**src/rtl/spi_regs_pkg.sv**
```systemverilog
package spi_regs_pkg;
  localparam int FRAME_W = 16;
  localparam int ADDR_W  = 7;
  localparam int BYTE_W  = 8;
  localparam int WORD_W  = 2 * BYTE_W;
  localparam int WADDR_W = ADDR_W - 1;
  localparam int CNT_W   = $clog2(FRAME_W);

  typedef struct packed {
    logic              wr;
    logic [ADDR_W-1:0] addr;
    logic [BYTE_W-1:0] data;
  } frame_t;
endpackage

```
**src/rtl/spi_sync.sv**
```systemverilog
module spi_sync #(
  parameter int          W       = 1,
  parameter int          STAGES  = 2,
  parameter logic [W-1:0] RST_VAL = '0
) (
  input  logic         clk_i,
  input  logic         rst_ni,
  input  logic [W-1:0] d_i,
  output logic [W-1:0] q_o
);
  logic [W-1:0] stg [STAGES];

  for (genvar g = 0; g < STAGES; g++) begin : g_stage
    always_ff @(posedge clk_i or negedge rst_ni) begin
      if (!rst_ni)     stg[g] <= RST_VAL;
      else if (g == 0) stg[g] <= d_i;
      else             stg[g] <= stg[(g == 0) ? 0 : g-1];
    end
  end

  assign q_o = stg[STAGES-1];
endmodule

```
**src/rtl/spi_frame_rx.sv**
```systemverilog
module spi_frame_rx
  import spi_regs_pkg::*;
(
  input  logic   clk_i,
  input  logic   rst_ni,
  input  logic   sclk_s_i,
  input  logic   cs_s_i,
  input  logic   din_s_i,
  output logic   done_o,
  output frame_t frame_o,
  output logic   fall_o,
  output logic   bad_len_o
);
  logic               sclk_q, cs_q;
  logic [CNT_W-1:0]   cnt;
  logic [FRAME_W-2:0] sr;
  logic               rise;

  assign rise   = sclk_s_i & ~sclk_q & ~cs_s_i;
  assign fall_o = ~sclk_s_i & sclk_q & ~cs_s_i;

  always_ff @(posedge clk_i or negedge rst_ni) begin
    if (!rst_ni) begin
      sclk_q    <= 1'b1;
      cs_q      <= 1'b1;
      cnt       <= '0;
      sr        <= '0;
      frame_o   <= '0;
      done_o    <= 1'b0;
      bad_len_o <= 1'b0;
    end else begin
      sclk_q    <= sclk_s_i;
      cs_q      <= cs_s_i;
      done_o    <= 1'b0;
      // cs rising edge with a partial frame pending
      bad_len_o <= cs_s_i & ~cs_q & (cnt != '0);
      if (cs_s_i) begin
        cnt <= '0;
      end else if (rise) begin
        sr  <= {sr[FRAME_W-3:0], din_s_i};
        cnt <= cnt + 1'b1;
        if (cnt == CNT_W'(FRAME_W-1)) begin
          frame_o <= frame_t'({sr, din_s_i});
          done_o  <= 1'b1;
        end
      end
    end
  end
endmodule

```
**src/rtl/spi_tx.sv**
```systemverilog
module spi_tx
  import spi_regs_pkg::*;
(
  input  logic              clk_i,
  input  logic              rst_ni,
  input  logic              load_i,
  input  logic [WORD_W-1:0] load_val_i,
  input  logic              shift_i,
  output logic              bit_o
);
  logic [WORD_W-1:0] sr;

  always_ff @(posedge clk_i or negedge rst_ni) begin
    if (!rst_ni) begin
      sr    <= '0;
      bit_o <= 1'b0;
    end else if (load_i) begin
      sr <= load_val_i;
    end else if (shift_i) begin
      bit_o <= sr[WORD_W-1];
      sr    <= {sr[WORD_W-2:0], 1'b0};
    end
  end
endmodule

```
**src/rtl/spi_reg_slave.sv**
```systemverilog
module spi_reg_slave
  import spi_regs_pkg::*;
#(
  parameter int BUF_BASE = 10,
  parameter int BUF_CNT  = 3
) (
  input  logic        clk_i,
  input  logic        rst_ni,
  input  logic        sclk_i,
  input  logic        cs_ni,
  input  logic        mosi_i,
  output logic        miso_o,
  output logic        miso_oe_o,
  output logic        wr_stb_o,
  output logic [6:0]  wr_addr_o,
  output logic [7:0]  wr_data_o,
  output logic [5:0]  rd_addr_o,
  input  logic [15:0] rd_data_i,
  output logic        buf_adv_o,
  input  logic        capture_busy_i,
  output logic        comm_err_o,
  output logic        capt_int_o
);
  localparam logic [WADDR_W:0] WIN_LO = (WADDR_W+1)'(BUF_BASE);
  localparam logic [WADDR_W:0] WIN_HI = (WADDR_W+1)'(BUF_BASE + BUF_CNT);

  logic       cs_s, sclk_s, din_s;
  logic       done, fall, bad_len, in_win;
  frame_t     frm;
  logic [WADDR_W-1:0] waddr;

  spi_sync #(.W(3), .STAGES(2), .RST_VAL(3'b110)) u_sync (
    .clk_i  (clk_i),
    .rst_ni (rst_ni),
    .d_i    ({cs_ni, sclk_i, mosi_i}),
    .q_o    ({cs_s, sclk_s, din_s})
  );

  spi_frame_rx u_rx (
    .clk_i     (clk_i),
    .rst_ni    (rst_ni),
    .sclk_s_i  (sclk_s),
    .cs_s_i    (cs_s),
    .din_s_i   (din_s),
    .done_o    (done),
    .frame_o   (frm),
    .fall_o    (fall),
    .bad_len_o (bad_len)
  );

  assign waddr  = frm.addr[ADDR_W-1:1];
  assign in_win = ({1'b0, waddr} >= WIN_LO) && ({1'b0, waddr} < WIN_HI);

  assign wr_stb_o  = done & frm.wr;
  assign wr_addr_o = frm.addr;
  assign wr_data_o = frm.data;
  assign rd_addr_o = waddr;
  assign buf_adv_o = done & ~frm.wr & in_win;
  assign miso_oe_o = ~cs_ni;

  // word is captured in the same cycle as the index advance: pre-advance sample
  spi_tx u_tx (
    .clk_i      (clk_i),
    .rst_ni     (rst_ni),
    .load_i     (done),
    .load_val_i (frm.wr ? '0 : rd_data_i),
    .shift_i    (fall),
    .bit_o      (miso_o)
  );

  always_ff @(posedge clk_i or negedge rst_ni) begin
    if (!rst_ni) begin
      comm_err_o <= 1'b0;
      capt_int_o <= 1'b0;
    end else begin
      if (bad_len)                     comm_err_o <= 1'b1;
      if (wr_stb_o && capture_busy_i)  capt_int_o <= 1'b1;
    end
  end
endmodule

```
**config.mk**
```make
export PLATFORM = sky130hd
export DESIGN_NAME = spi_reg_slave
export DESIGN_NICKNAME = d
export VERILOG_FILES = /design/src/rtl/spi_regs_pkg.sv /design/src/rtl/spi_sync.sv /design/src/rtl/spi_frame_rx.sv /design/src/rtl/spi_tx.sv /design/src/rtl/spi_reg_slave.sv
export SDC_FILE = /design/constraint.sdc
export NUM_CORES = 1
export LEC_CHECK = 0
export ABC_AREA = 0
export CORE_MARGIN = 2
export CORE_UTILIZATION = 40
export DETAILED_ROUTE_END_ITERATION = 10
export DONT_BUFFER_PORTS = 1
export SYNTH_ARGS = -nofsm -noshare
export SYNTH_HDL_FRONTEND = slang
export SYNTH_SLANG_ARGS = --single-unit
```
**constraint.sdc**
```tcl
create_clock -name clk_i -period 5.14 [get_ports clk_i]
set_input_delay 0.514 -clock clk_i [delete_from_list [all_inputs] [get_ports clk_i]]
set_output_delay 0.514 -clock clk_i [all_outputs]
set_load 0.02 [all_outputs]
```
==> flow_summary.ini <==
[status]
outcome = finished clean

[pwr]
sequentialPowerShare_pct = 52.3
p_leak_nw = 1.38
vdd_drop_max_uv = 188
p_sw_share_pct = 22.0
clkPwrFrac_pct = 42.0
p_switching_uw = 245
power_frac_comb_pct = 5.7
p_per_area_nw_per_um2 = 386
internal-power_uw = 870

[critical_path]
crit_slowest_cell = nor2b_1
cp_data_arrival_time_ps = 2270
rr_startpoint = u_sync.q_o[1]$_DFF_PN1_
reg2reg_to = u_rx.frame_o[12]$_DFFE_PN0P_
reg2reg_depth = 3
critPathKind = reg2out
cp.required_ps = 4630
critical-path-top-delay-family = simple AND/OR/NAND/NOR gates
rrSetupSlack_ps = 2570
critical_path.max_stage_delay_ps = 960
path_max_fanout = 16
crit_cells = 3
cp.buffers_inverters = 0
endpoint_kind = primary output
crit_start = u_rx.done_o$_DFF_PN0_
crit_end = buf_adv_o
start_kind = flip-flop
crit_chain = nor2b_1 -> nand3_1 -> nor2_1

[cts]
clockBufferDepth = 2
clkTransAtPathRegs_ps = 60
cts.sinks = 64
cts_resized = 0
clock-root-buffer = clkbuf_8
cts-htree-levels = 3
clk_latency_ps = 330
cts_tree = done
numCtsBuffers = 9

[yosys]
synth_edf_count = 0
synth_seq_cells = 64
postSynth.asyncResetShare_pct = 100
synth_flop_cell = dfrtp_1
synthTopCellsByArea = dfrtp_1 (53%), mux2_2 (16%), buf_4 (6.0%)
syn-instance-count = 193
yosysWarnings = 0
synth_top_area_share_pct = 53.1
ys_seq_area_share_pct = 58.9
syn-cell-area_um2 = 2730
synth_area_per_cell_um2 = 14.2
syn_nets = 217
yosys.cell_types.count = 30
yosysTopAreaCell = dfrtp_1

[die]
core_area_um2 = 6720
die_x_um = 86.7
die_area_um2 = 7510
fp.dieH_um = 86.7
row_count = 30
initial_core_util_pct = 40.7
io_pins = 49

[drt]
wl_um = 4760
vias = 1370
via_per_inst = 5.21
ant_nets = 0
first_iter_violations = 37
drc_errors = 0
drtPass1Iterations = 4
wl_per_cell_um = 18.1

[grt]
grt_max_degree = 59
grt_util_met3_pct = 6.57
antenna_found_initial = 0
met2_usage_pct = 21.5
busiest_layer = met2
grt-ovfl-total = 0
grt.total_usage_pct = 14.1
grt_pass1_wl_um = 7870
grt_pass1_vias = 1514
met1_usage_pct = 17.4

[layout]
stdcell_count = 263
fillers = 599
area_delta_synth_final_pct = 5.68
layout_common_cells = dfrtp_1 (58), mux2_2 (39), a22o_1 (15)
drive_gt1_share_pct = 35.0
fin_nets = 202
post-route-util_pct = 43.0
final_common_cell = dfrtp_1
n_antenna_cell = 0

[timing]
finalHoldViolations = 0
fmaxAchievable_ghz = 0.359
drv_slew = 0
worst_slew_pin_slew_ps = 1200
setup_tns_ps = 0
worst_slack_ps = 2350
setup-violations-final = 0
finalCritPeriodShare_pct = 54.2
relSlewSlack_pct = 19.5
period_needed_ps = 2790
rsz0062_at_grt = false
skew_ps = 7.94

[place]
dpl.hpwl_um = 2950
placed_cells = 244
gp_congestion = 0.725
port_buffers = 0
place_ws_ps = 2530

[hold_path]
hold_class = in2async

[run]
maxCapViolCount = 0
## synthesized netlist by cell type, types with 2 or more instances
master and n:
buf_2 3, nand3b_1 2, nor2_1 9, mux2_1 9, mux2i_1 2, nor2b_1 3, dfrtp_1 58, buf_4 22
dfstp_2 6, a22o_1 15, clkbuf_1 2, mux2_2 39, inv_1 5, ha_1 2
## state kept, by name, summed over array words and instances, names as in the netlist
register        cells
capt_int_o          1
comm_err_o          1
u_rx.bad_len_o      1
u_rx.cnt            4
u_rx.cs_q           1
u_rx.done_o         1
u_rx.frame_o       16
u_rx.sclk_q         1
u_rx.sr            15
u_sync.q_o          3
u_sync.stg          3
u_tx.bit_o          1
u_tx.sr            16
## metrics by stage
stage | area, um^2 | power, mW | hold slack [ps]
after floorplan | 2730 | 0.627 | 218
after global placement | 2620 | 0.638 | 221
after detailed placement | 2620 | 0.644 | 220
after CTS | 2890 | 1.14 | 5.05
after global routing | 2890 | 1.17 | 2.80
final | 2890 | 1.12 | 27.3
## area by class of cell
type	instances	area, um^2	share of cell area, %
well taps	80	100	3.46
repair buffers	3	47.5	1.65
flip-flops and latches	64	1610	55.7
clock inverters	5	80.1	2.77
clock buffers	11	141	4.89
inverters	5	18.8	0.650
multi-input cells	95	892	30.9
## worst reg2reg max path: cells and delay by family (launching register included)
kind	cells	cell delay [ps]
flops	1	580
simple gates	2	1450
mux	1	420
## worst min path at each step
stage	from	end	slack, ps	depth (start not counted)
floorplan	rst_ni	capt_int_o$_DFFE_PN0P_	220	0
detailed placement	rst_ni	capt_int_o$_DFFE_PN0P_	220	0
global route	rst_ni	u_rx.cs_q$_DFF_PN1_	3	0
CTS	rst_ni	u_rx.cs_q$_DFF_PN1_	5	0
finish	rst_ni	u_rx.cs_q$_DFF_PN1_	30	0
global placement	rst_ni	u_tx.sr[2]$_DFFE_PN0P_	220	0
## timing repair
action,4_1_cts,5_1_grt
setup buffers,0,0
endpoints found under the hold margin,58,0
hold buffers,3,0
endpoints found under the setup margin,0,0
## logic make-up (layout without fill, tap and decap cells)
group / count (synthesis) / in the layout / synth area share [%]
simple gates: 22 / 22 / 4.81
flops: 64 / 64 / 58.9
mux: 50 / 50 / 20.5
compound gates: 19 / 19 / 5.77
buf+inv: 34 / 24 / 8.51
xor+xnor: 2 / 2 / 0.641
fa+ha+maj: 2 / 2 / 0.915
## layer usage
metal  part of all wire, %  up-vias  routed length (um)
li1                      -      622                   -
met4                   1.5        0                  72
met2                    48       40                2280
met1                    43      702                2060
met3                   7.3        6                 349
met5                     0        -                   0
## power groups by stage
stage	Sequential [mW]	Combinational (mW)	Clock [mW]
floorplan	0.580	0.0471	0
global placement	0.589	0.0489	0
detailed placement	0.593	0.0509	0
CTS	0.584	0.0655	0.486
global route	0.589	0.0726	0.509
finish	0.584	0.0632	0.468
Note: power is estimated with default switching activity, not from simulation.
